$ cat config.mk
export PLATFORM = sky130hd
export DESIGN_NAME = cxfer_seq
export DESIGN_NICKNAME = d
export VERILOG_FILES = /design/src/rtl/cxfer_pkg.sv /design/src/rtl/cxfer_beat_ctr.sv /design/src/rtl/cxfer_half_sel.sv /design/src/rtl/cxfer_resp_reg.sv /design/src/rtl/cxfer_seq.sv
export SDC_FILE = /design/constraint.sdc
export NUM_CORES = 1
export LEC_CHECK = 0
export BUFFER_PORTS_ARGS = -buffer_cell sky130_fd_sc_hd__buf_2
export CORE_ASPECT_RATIO = 1.1
export CORE_UTILIZATION = 30
export CTS_BUF_LIST = sky130_fd_sc_hd__clkbuf_4
export DETAILED_ROUTE_END_ITERATION = 8
export PLACE_DENSITY_LB_ADDON = 0.2
export SLEW_MARGIN = 5
export SYNTH_ARGS = -nofsm -noshare
export SYNTH_HDL_FRONTEND = slang
export SYNTH_SLANG_ARGS = --single-unit
$ cat constraint.sdc
create_clock -name clk -period 1.29 [get_ports clk]
set_input_delay 0.129 -clock clk [delete_from_list [all_inputs] [get_ports clk]]
set_output_delay 0.129 -clock clk [all_outputs]
set_load 0.005 [all_outputs]
$ cat src/rtl/cxfer_pkg.sv
package cxfer_pkg;
  localparam int unsigned WORD_W_DEF = 32;

  typedef struct packed {
    logic valid;
    logic data;
    logic wide;
    logic store;
    logic flt;
    logic big;
  } beat_ctl_t;
endpackage

$ cat src/rtl/cxfer_beat_ctr.sv
module cxfer_beat_ctr (
  input  logic clk,
  input  logic rst,
  input  logic beat_valid,
  input  logic beat_data,
  input  logic wide,
  output logic mid
);
  // mid = 1 once the first beat of a wide transfer has been taken
  always_ff @(posedge clk) begin
    if (rst)             mid <= 1'b0;
    else if (beat_valid) mid <= beat_data & wide & ~mid;
  end

  p_ctrl_clears_r9: assert property (@(posedge clk) disable iff (rst)
    (beat_valid && !beat_data) |=> !mid);
endmodule

$ cat src/rtl/cxfer_half_sel.sv
module cxfer_half_sel #(
  parameter int unsigned WORD_W = 32,
  localparam int unsigned REG_W = 2 * WORD_W
) (
  input  logic              mid,
  input  logic              wide,
  input  logic              store,
  input  logic              flt,
  input  logic              big,
  input  logic [WORD_W-1:0] load_word,
  input  logic [REG_W-1:0]  reg_value,
  output logic [WORD_W-1:0] store_word,
  output logic              we_hi,
  output logic              we_lo,
  output logic [REG_W-1:0]  wdata
);
  logic upper_sel;
  logic sext;

  always_comb begin
    upper_sel  = wide ? (mid ^ big) : flt;
    sext       = !wide && !flt;
    store_word = store ? (upper_sel ? reg_value[REG_W-1:WORD_W]
                                    : reg_value[WORD_W-1:0])
                       : '0;
    we_hi      = !store && (upper_sel || sext);
    we_lo      = !store && !upper_sel;
    wdata      = sext ? {{WORD_W{load_word[WORD_W-1]}}, load_word}
                      : {load_word, load_word};
  end
endmodule

$ cat src/rtl/cxfer_resp_reg.sv
module cxfer_resp_reg #(
  parameter int unsigned WORD_W = 32,
  localparam int unsigned REG_W = 2 * WORD_W
) (
  input  logic                 clk,
  input  logic                 rst,
  input  cxfer_pkg::beat_ctl_t ctl,
  input  logic                 mid,
  input  logic [WORD_W-1:0]    sw_in,
  input  logic                 we_hi_in,
  input  logic                 we_lo_in,
  input  logic [REG_W-1:0]     wd_in,
  output logic                 resp_valid,
  output logic                 resp_more,
  output logic [WORD_W-1:0]    store_word,
  output logic                 reg_we_hi,
  output logic                 reg_we_lo,
  output logic [REG_W-1:0]     reg_wdata
);
  logic take;

  assign take = ctl.valid && ctl.data;

  always_ff @(posedge clk) begin
    if (rst) begin
      resp_valid <= 1'b0;
      resp_more  <= 1'b0;
      store_word <= '0;
      reg_we_hi  <= 1'b0;
      reg_we_lo  <= 1'b0;
      reg_wdata  <= '0;
    end else begin
      resp_valid <= ctl.valid;
      resp_more  <= take && ctl.wide && !mid;
      store_word <= take ? sw_in : '0;
      reg_we_hi  <= take && we_hi_in;
      reg_we_lo  <= take && we_lo_in;
      reg_wdata  <= take ? wd_in : '0;
    end
  end
endmodule

$ cat src/rtl/cxfer_seq.sv
module cxfer_seq #(
  parameter int unsigned WORD_W = cxfer_pkg::WORD_W_DEF,
  localparam int unsigned REG_W = 2 * WORD_W
) (
  input  logic              clk,
  input  logic              rst,
  input  logic              beat_valid,
  input  logic              beat_data,
  input  logic              wide,
  input  logic              is_store,
  input  logic              is_float,
  input  logic              big_endian,
  input  logic [WORD_W-1:0] load_word,
  input  logic [REG_W-1:0]  reg_value,
  output logic              resp_valid,
  output logic              resp_more,
  output logic [WORD_W-1:0] store_word,
  output logic              reg_we_hi,
  output logic              reg_we_lo,
  output logic [REG_W-1:0]  reg_wdata
);
  cxfer_pkg::beat_ctl_t ctl;
  logic              mid;
  logic [WORD_W-1:0] sw_c;
  logic              we_hi_c, we_lo_c;
  logic [REG_W-1:0]  wd_c;

  assign ctl = '{valid: beat_valid, data: beat_data, wide: wide,
                 store: is_store, flt: is_float, big: big_endian};

  cxfer_beat_ctr u_ctr (
    .clk(clk), .rst(rst), .beat_valid(beat_valid),
    .beat_data(beat_data), .wide(wide), .mid(mid)
  );

  cxfer_half_sel #(.WORD_W(WORD_W)) u_sel (
    .mid(mid), .wide(wide), .store(is_store), .flt(is_float),
    .big(big_endian), .load_word(load_word), .reg_value(reg_value),
    .store_word(sw_c), .we_hi(we_hi_c), .we_lo(we_lo_c), .wdata(wd_c)
  );

  cxfer_resp_reg #(.WORD_W(WORD_W)) u_out (
    .clk(clk), .rst(rst), .ctl(ctl), .mid(mid), .sw_in(sw_c),
    .we_hi_in(we_hi_c), .we_lo_in(we_lo_c), .wd_in(wd_c),
    .resp_valid(resp_valid), .resp_more(resp_more),
    .store_word(store_word), .reg_we_hi(reg_we_hi),
    .reg_we_lo(reg_we_lo), .reg_wdata(reg_wdata)
  );

  p_ctrl_done_r1: assert property (@(posedge clk) disable iff (rst)
    (beat_valid && !beat_data) |=> (resp_valid && !resp_more && !reg_we_hi && !reg_we_lo));

  p_idle_quiet_r2: assert property (@(posedge clk) disable iff (rst)
    !beat_valid |=> (!resp_valid && !reg_we_hi && !reg_we_lo && store_word == '0));

  p_narrow_done_r3: assert property (@(posedge clk) disable iff (rst)
    (beat_valid && beat_data && !wide) |=> !resp_more);

  p_wide_load_one_half_r5: assert property (@(posedge clk) disable iff (rst)
    (beat_valid && beat_data && wide && !is_store) |=> $countones({reg_we_hi, reg_we_lo}) == 1);

  p_sext_r7: assert property (@(posedge clk) disable iff (rst)
    (reg_we_hi && reg_we_lo) |-> reg_wdata[REG_W-1:WORD_W] == {WORD_W{reg_wdata[WORD_W-1]}});

  p_float_load_hi_only_r8: assert property (@(posedge clk) disable iff (rst)
    (beat_valid && beat_data && !wide && !is_store && is_float) |=> (reg_we_hi && !reg_we_lo));
endmodule

==> results of run 1 <==
stage by stage:
stage,std cells,setup slack [ps]
3_5_place_dp,667,36.7
6_report,786,-1.72
2_1_floorplan,334,87.9
5_1_grt,786,-13.7
4_1_cts,782,0.194
3_3_place_gp,667,91.0
layout by cell type (no fill, tap or decap):
cell	count
nor2b_2	1
dlygate4sd3_1	99
mux2i_1	29
a211oi_1	1
inv_8	2
nor3_1	1
buf_2	203
buf_6	1
xnor2_2	1
nand2_1	66
dfxtp_1	99
and3_1	32
clkinv_4	2
and4b_2	1
nor2_1	2
a21oi_4	1
a21oi_1	31
mux2_2	1
buf_12	4
o21ai_0	31
dfxtp_2	1
mux2i_2	3
clkbuf_16	3
nand3_1	1
clkinvlp_4	1
inv_6	1
clkbuf_4	10
buf_4	10
nor3b_1	1
cell type report:
class / count / area, um2
fillers: 974 / 5110
repair buffers: 320 / 2250
flip-flops and latches: 100 / 2000
multi-input cells: 203 / 1190
well taps: 147 / 184
clock buffers: 10 / 75.1
clock inverters: 6 / 56.3
critical path, delay by kind of cell:
family	cells	cell delay (ps)
buffers and inverters	3	880
and+or+nand+nor	2	470
muxes	1	170
metal layers:
layer	global-route usage [%]	routed length (um)	vias up
li1	-	-	1720
met1	19.1	4320	1599
met2	31.2	5400	164
met3	6.60	906	17
met4	6.00	148	0
met5	0	0	-
power breakdown:
part | switching, uW | internal (uW)
combinational | 354 | 531
sequential | 20.8 | 3170
clock | 1080 | 460
path summary, 6_finish.rpt:
path,slack [ps],cells past startpoint,endpoint
hold reg to reg,490,1,u_out.resp_more$_SDFF_PP0_
setup reg to reg,20,5,u_out.store_word[9]$_SDFF_PP0_
setup / recovery,-2,6,u_out.store_word[17]$_SDFF_PP0_
hold / removal,30,3,u_out.reg_we_hi$_SDFF_PP0_
registers in the layout (all words and copies together) (netlist names):
name              cells
u_out.reg_wdata      63
u_out.reg_we_hi       1
u_out.reg_we_lo       1
u_out.resp_valid      1
u_out.resp_more       1
u_out.store_word     32
u_ctr.mid             1
logic make-up after synthesis:
group | after synthesis | synth area share, %
multiplexers | 33 | 9.94
AO/OA/AOI/OAI | 64 | 10.0
AND/OR/NAND/NOR | 105 | 14.7
XOR/XNOR | 1 | 0.263
buffers and inverters | 31 | 5.14
flip-flops | 100 | 60.0
timing repair:
| item | 4_1_cts | 5_1_grt |
|---|---|---|
| endpoints found under the hold margin | 98 | 1 |
| gates resized for setup | 0 | 6 |
| buffers inserted | 0 | 1 |
| setup endpoints to repair | 0 | 26 |
==> impl_results.md, run 1 <==
- DP Area: 4510 um2
- Initial Utilization: 30.7%
- Io pins: approximately 200
- Design area: 5750 um2
- CTS buffer count: 9
- Synth top area share: 60.0%
- Vias per cell: roughly 4.5
- Startpoint types: input port
- Initial antenna violation count: 0
- Area added between synthesis and finish: 72.4%
- Synth Instances: between 300 and 400
- Post-synth top cells: dfxtp_1 (100), nand2_1 (66), and3_1 (32), mux2i_1 (32)
- Relative max-transition margin: 79.7%
- Min Clock Period, post-route: 1290 ps
- Yosys cell types: 21
- Setup CP Type: in -> reg
- Seq/Total Area, Yosys: 60.0%
- Largest area contributor in the netlist: dfxtp_1
- Fin crit share: 100%
- Routability congestion estimate: 0.697
- Via Count: 3,500
- Total iterations of the first detailed-routing run: 4
- Fin. Hold Viols: 0
- CTS Buffer Depth: 2
- H-Tree Depth: 3
- Largest net degree at the start of global routing: 65
- Setup total negative slack: -1.72 ps
- Layout cell share with drive strength beyond 1: 38.5%
- P_leak: 0.00290 uW
- Drc violations: 0
- Hold Crit Start: big_endian
- Syn Std Cell Area: 3340 um2
- Syn Area/Cell: roughly 10 um2
- Power, Total: 5610 uW
- Async S/R FF share, synth: 0%
- Hold Buf Count CTS: 99
- Nets@finish: 738
- Root Buffer: clkbuf_4
- Crit path DAT: 1660 ps
- Grt total ovfl: 0
- RSZ-0062 raised after global routing: true
- Max_cap viols: 0
- Critical Path RT: 1660 ps
- Max Slew Vio Count: 0
- Slowest cell on crit path: dlygate4sd3_1
- Fmax: 0.774 GHz
- RR Startpoint: u_ctr.mid$_SDFFE_PP0P_
- Worst setup margin: -1.72 ps
- Vias in the first global route: 3,422
- GR Util All Layers: 17.7%
- CP Cell Sequence: dlygate4sd3_1 -> buf_2 -> and4b_2 -> buf_12 -> nand2_1 -> mux2i_2
- Power density over the cells: ~980 nW/um2
- WL/cell: approximately 14 um
- Most common cell in the synthesized netlist: dfxtp_1
- Clk_skew: ~11 ps
- Peak VDD IR: 0.417 mV
- Crit path max fanout: 32
- Die area: 11,500 um2
- Synth warn: 0
- Die height: around 110 um
- Clk_lat worst skew: ~440 ps
- Core box area: 10,900 um2
- Crit-path max cell delay: 540 ps
- Standard-cell rows: 40
- Synth area leaders: dfxtp_1 (60%), mux2i_1 (9.6%), nand2_1 (7.4%), and3_1 (6.0%), a21oi_1 (4.6%)
- Number of inserted diodes: 0
- DRT iter0 DRCs: 68
- Post-synth EDFFs: 0
- Setup-failing EPs final: 1
- Clock Sinks: 100
- Global-route wire length before repair: 15.7 mm
- Status: complete, but fails checks
- Die W: just over 100 um
- Synthesized net count: 438
- Synthesis-stage register bit count: 100
- Main flop type after synthesis: dfxtp_1
- Hold Slack: 34.7 ps
- Final core occ: between 50% and 60%
- Post-DP HPWL: 6.39 mm
- Worst-Margin Slew: 304 ps
- CTS tree: done
- Clock slew at reported path FFs: 160 ps
- Worst Setup SP: rst
- Post-route ant nets: 0
- Failing checks: negative setup slack
- Hold Path Class: in -> reg
- Port bufs: around 200
- Drt total wl: 10.8 mm
- CP endpoint kind: register
Note: power is estimated with default switching activity, not from simulation.
==> run 2, diff against run 1 <==
--- a/config.mk
+++ b/config.mk
@@ -6,8 +6,10 @@
 export NUM_CORES = 1
 export LEC_CHECK = 0
 export BUFFER_PORTS_ARGS = -buffer_cell sky130_fd_sc_hd__buf_2
+export CELL_PAD_IN_SITES_DETAIL_PLACEMENT = 1
+export CELL_PAD_IN_SITES_GLOBAL_PLACEMENT = 1
 export CORE_ASPECT_RATIO = 1.1
-export CORE_UTILIZATION = 30
+export CORE_UTILIZATION = 28
 export CTS_BUF_LIST = sky130_fd_sc_hd__clkbuf_4
 export DETAILED_ROUTE_END_ITERATION = 8
 export PLACE_DENSITY_LB_ADDON = 0.2
==> impl_results.md, run 2 (synthesis results as in run 1) <==
- Sw power: 1460 uW
- Root Buffer: clkbuf_4
- Design area: 5790 um2
- Peak VDD IR: 0.429 mV
- Crit path max fanout: 6
- Die area: 12,400 um2
- Vias per cell: 4.48
- Worst-Margin Slew: 346 ps
- Clk_lat worst skew: roughly 440 ps
- Via Count: 3,531
- Hold EP: u_ctr.mid$_SDFFE_PP0P_
- Post-DP HPWL: 7.14 mm
- Relative max-transition margin: 76.9%
- Most frequent cells in the layout: buf_2 (202), dlygate4sd3_1 (101), dfxtp_1 (99)
- Status: complete, but fails checks
- Setup CP Type: in -> reg
- Min Clock Period, post-route: 1290 ps
- Grt total ovfl: 0
- Global-route wire length before repair: 18.2 mm
- CTS tree: done
- Fin. Hold Viols: 0
- WL/cell: 15.3 um
- Pint: 4310 uW
- Failing checks: negative setup slack
- RSZ-0062 raised after global routing: true
- Post-route ant nets: 0
- Crit path DAT: 1680 ps
- Layout cell share with drive strength beyond 1: between 30% and 40%
- Register with the most flip-flops: u_out.reg_wdata
- Initial antenna violation count: 1
- DP Area: 4500 um2
- Logic pwr share: 15.7%
- Worst slack, placed: ~11 ps
- Max_cap viols: 0
- Total iterations of the first detailed-routing run: 4
- Clock Sinks: 100
- Largest net degree at the start of global routing: between 60 and 70
- Io pins: between 200 and 250
- Critical Path RT: 1670 ps
- Area added between synthesis and finish: 73.6%
- Worst reg2reg setup slack: -5 ps
- Part of the power in registers: 55.4%
- Drt total wl: ~12 mm
- Clk_skew: 20.0 ps
- Worst setup margin: -4.92 ps
- Clock network power share: between 20% and 30%
- Reg2reg end: u_out.store_word[20]$_SDFF_PP0_
- Fin crit share: 100%
- H-Tree Depth: 3
- GR Util All Layers: a little under a fifth
- Power density over the cells: 996 nW/um2
- Hold depth: 4
- Hold Crit Start: beat_data
- Largest register FFs: 63
- Drc violations: 0
- CTS buffer count: 9
- Max Slew Vio Count: 0
- P_leak: around 0.0029 uW
- Clock slew at reported path FFs: ~170 ps
- Commonest non-fill, non-tap cell in the layout: buf_2
- Vias in the first global route: 3,732
- Die height: between 100 and 150 um
- DRT iter0 DRCs: 100
- Hold Path Class: in -> reg
- Standard-cell rows: 41
- Routability congestion estimate: 0.697
- Port bufs: 203
- Setup-failing EPs final: 2
- Switching Share: approximately 25%
- CTS Buffer Depth: 2
- CP endpoint kind: register
- Core box area: around 12,000 um2
- Initial Utilization: between 20% and 30%
- Fillers: 1,374
- RR Startpoint: u_ctr.mid$_SDFFE_PP0P_
- Fmax: just under 0.8 GHz
- Startpoint types: input port
- Biggest regs: u_out.reg_wdata (63), u_out.store_word (32)
- Nets@finish: between 700 and 800
- Die W: 106 um
- FF-to-FF path depth: 5
## run 2: cell count changes in the layout (fill, tap and decap cells not counted), moves of 2 or more
cell,previous run,this run
buf_4,10,5
clkinv_2,0,2
clkinv_4,2,0
dlygate4sd3_1,99,101
inv_8,2,0
mux2i_1,29,32
mux2i_2,3,0
## run 2: metrics by stage
step / util [%] / hold slack, ps / cells / TNS [ps] / total power, uW
2_1_floorplan: - / 201 / 334 / 0 / 3530
4_1_cts: 49.0 / 39.2 / 783 / 0 / 5760
5_1_grt: 50.2 / 74.0 / 788 / -521 / 6050
3_3_place_gp: 39.0 / 323 / 666 / 0 / 3830
6_report: 50.2 / 71.5 / 789 / -5.85 / 5770
3_5_place_dp: 39.0 / 336 / 666 / 0 / 3850
## run 2: how the worst max path moves through the flow
stage,from,to,depth (start not counted)
after global placement,u_ctr.mid$_SDFFE_PP0P_,u_out.store_word[5]$_SDFF_PP0_,4
after floorplan,u_ctr.mid$_SDFFE_PP0P_,u_out.store_word[10]$_SDFF_PP0_,4
final,big_endian,u_out.store_word[20]$_SDFF_PP0_,7
after CTS,u_ctr.mid$_SDFFE_PP0P_,u_out.store_word[20]$_SDFF_PP0_,4
after detailed placement,u_ctr.mid$_SDFFE_PP0P_,u_out.store_word[20]$_SDFF_PP0_,4
after global routing,u_ctr.mid$_SDFFE_PP0P_,u_out.store_word[22]$_SDFF_PP0_,5
## run 2: area by class of cell
class | instances | area [um2] | area share (%)
Antenna cell | 1 | 2.50 | 0.0432
Clock inverter | 7 | 72.6 | 1.25
Sequential cell | 100 | 2010 | 34.6
Timing Repair Buffer | 319 | 2260 | 39.1
Multi-Input combinational cell | 203 | 1190 | 20.6
Tap cell | 150 | 188 | 3.24
Clock buffer | 9 | 67.6 | 1.17
## run 2: worst max-delay path, stage by stage
cell and delay (ps):
dlygate4sd3_1 550, buf_2 160, xnor2_4 150, a21oi_4 170, buf_12 150, clkbuf_16 150
mux2i_1 210
## run 2: metal layers
| metal | GRT usage, % | part of all wire [%] | vias to the layer above |
|---|---|---|---|
| met5 | 0 | 0 | - |
| met4 | 8.89 | 2.3 | 0 |
| met3 | 5.19 | 7.2 | 21 |
| met2 | 35.1 | 52 | 150 |
| met1 | 20.0 | 39 | 1642 |
| li1 | - | - | 1718 |
## run 2: repair_timing
item | in CTS | in global routing
hold endpoints to repair | 99 | 0
gates resized for setup | 2 | 6
endpoints found under the setup margin | 5 | 31
cloned | 0 | 4
hold buffers | 101 | 0
setup buffers | 0 | 1
pin swaps | 0 | 2
## run 2: power by group through the flow
stage	registers [uW]	logic, uW	clock network, uW
after global placement	3260	574	0
final	3190	905	1670
after CTS	3190	828	1740
after global routing	3200	986	1860
after detailed placement	3260	586	0
after floorplan	3270	264	0
==> run 3, diff against run 2 <==
--- a/config.mk
+++ b/config.mk
@@ -17,3 +17,4 @@
 export SYNTH_ARGS = -nofsm -noshare
 export SYNTH_HDL_FRONTEND = slang
 export SYNTH_SLANG_ARGS = --single-unit
+export TNS_END_PERCENT = 5
==> impl_results.md, run 3 (synthesis results as in run 1) <==
- Status: complete, but fails checks
- Failing checks: negative setup slack
- Global-route wire length before repair: about 18 mm
- Worst Setup SP: u_ctr.mid$_SDFFE_PP0P_
- Hold depth: 4
- Register with the most flip-flops: u_out.reg_wdata
- Root Buffer: clkbuf_4
- Crit path DAT: 1660 ps
- Drc violations: 0
- Vias in the first global route: 3,732
- WL/cell: 15.0 um
- Grt total ovfl: 0
- Fin. Hold Viols: 0
- DRT iter0 DRCs: 112
- Power density over the cells: 1000 nW/um2
- Largest register FFs: 63
- Fmax: 0.765 GHz
- Peak VDD IR: 0.429 mV
- Port bufs: a little over 200
- H-Tree Depth: 3
- Setup CP Type: reg -> reg
- GR Util met1: 20.0%
- Crit path max fanout: 24
- Biggest regs: u_out.reg_wdata (63), u_out.store_word (32)
- Initial Utilization: just under 30%
- Post-DP HPWL: 7.14 mm
- Total iterations of the first detailed-routing run: 4
- Critical Path RT: about 1700 ps
- Layout cell share with drive strength beyond 1: 37.4%
- Worst setup margin: -16.4 ps
- RSZ-0062 raised after global routing: true
- Max Slew Vio Count: 0
- Hold Crit Start: beat_data
- Fin crit share: 101%
- Setup-failing EPs final: 1
- Die height: roughly 120 um
- Io pins: 204
- Die area: about 12,000 um2
- P_leak: 0.00287 uW
- Hold EP: u_ctr.mid$_SDFFE_PP0P_
- Min Clock Period, post-route: 1310 ps
- Standard-cell rows: just over 40
- CP endpoint kind: register
- Setup Buffers After CTS: 0
- Clk_skew: 18.2 ps
- Worst reg2reg setup slack: -20 ps
- Commonest non-fill, non-tap cell in the layout: buf_2
- Area added between synthesis and finish: 70.6%
- CTS tree: done
- RR Startpoint: u_ctr.mid$_SDFFE_PP0P_
- Initial antenna violation count: 1
- Max_cap viols: 0
- Die W: 106 um
- Most frequent cells in the layout: buf_2 (203), dlygate4sd3_1 (101), dfxtp_1 (99)
- Vias per cell: 4.45
- Design area: 5690 um2
- Post-route ant nets: 0
- Worst-Margin Slew: between 300 and 400 ps
- Largest net degree at the start of global routing: 65
- Via Count: 3,494
- Routability congestion estimate: around 0.70
- Met2 Use GR: a little over a third
- Reg2reg end: u_out.store_word[1]$_SDFF_PP0_
- Final core occ: 49.3%
- Clock slew at reported path FFs: between 150 and 200 ps
- Setup total negative slack: -16.4 ps
- CTS buffer count: 9
- Clk_lat worst skew: 440 ps
- DP Area: 4500 um2
- GR Util All Layers: 18.9%
- FF-to-FF path depth: 4
- Relative max-transition margin: 76.8%
- Nets@finish: 733
- Drt total wl: 11.7 mm
- Hold Path Class: in -> reg
- Startpoint types: register
- Clock Sinks: 100
- GR peak layer: met2
- CTS Buffer Depth: 2
- GR Util met3: approximately 5.2%
- Core box area: 11,500 um2
-- run 3: layout make-up --
type	count	area, um2
flip-flops and latches	100	2000
diodes	1	2.50
multi-input cells	203	1180
fillers	1375	5850
repair buffers	315	2180
well taps	150	188
clock inverters	7	72.6
clock buffers	9	67.6
-- run 3: stage by stage --
stage	instances	worst slack, ps	hold slack [ps]	total power, uW
2_1_floorplan	334	87.9	201	3530
3_3_place_gp	666	94.7	323	3830
3_5_place_dp	666	11.4	336	3850
4_1_cts	783	8.14	39.2	5760
5_1_grt	784	-67.2	73.8	5990
6_report	785	-16.4	71.5	5710
-- run 3: power by group --
part / internal [uW] / leakage (uW) / switching [uW]
Sequential: 3170 / 0.000813 / 22.2
Combinational: 494 / 0.00198 / 349
Clock: 599 / 0.0000727 / 1070
Total: 4260 / 0.00287 / 1440
-- run 3: per-layer routing --
metal / share of wire (%) / routed length (um) / up-vias
li1: - / - / 1707
met1: 40 / 4650 / 1620
met2: 51 / 5970 / 146
met3: 7.3 / 853 / 21
met4: 2.3 / 276 / 0
met5: 0 / 0 / -
-- run 3: critical path: stages (launching register included) --
cell and delay (ps):
dfxtp_2 380, xnor2_2 170, a21oi_4 200, buf_12 220, mux2i_1 240
-- run 3: worst max-delay path by stage --
stage	end	slack (ps)	cells after the start
floorplan	u_out.store_word[10]$_SDFF_PP0_	90	4
global placement	u_out.store_word[5]$_SDFF_PP0_	90	4
detailed placement	u_out.store_word[20]$_SDFF_PP0_	10	4
CTS	u_out.store_word[20]$_SDFF_PP0_	8	4
global route	u_out.store_word[2]$_SDFF_PP0_	-70	4
finish	u_out.store_word[1]$_SDFF_PP0_	-20	4
-- run 3: timing repair --
item,4_1_cts,5_1_grt
pin swaps,0,0
gates resized for setup,2,2
cloned,0,1
setup endpoints to repair,5,31
endpoints found under the hold margin,99,0
hold buffers,101,0
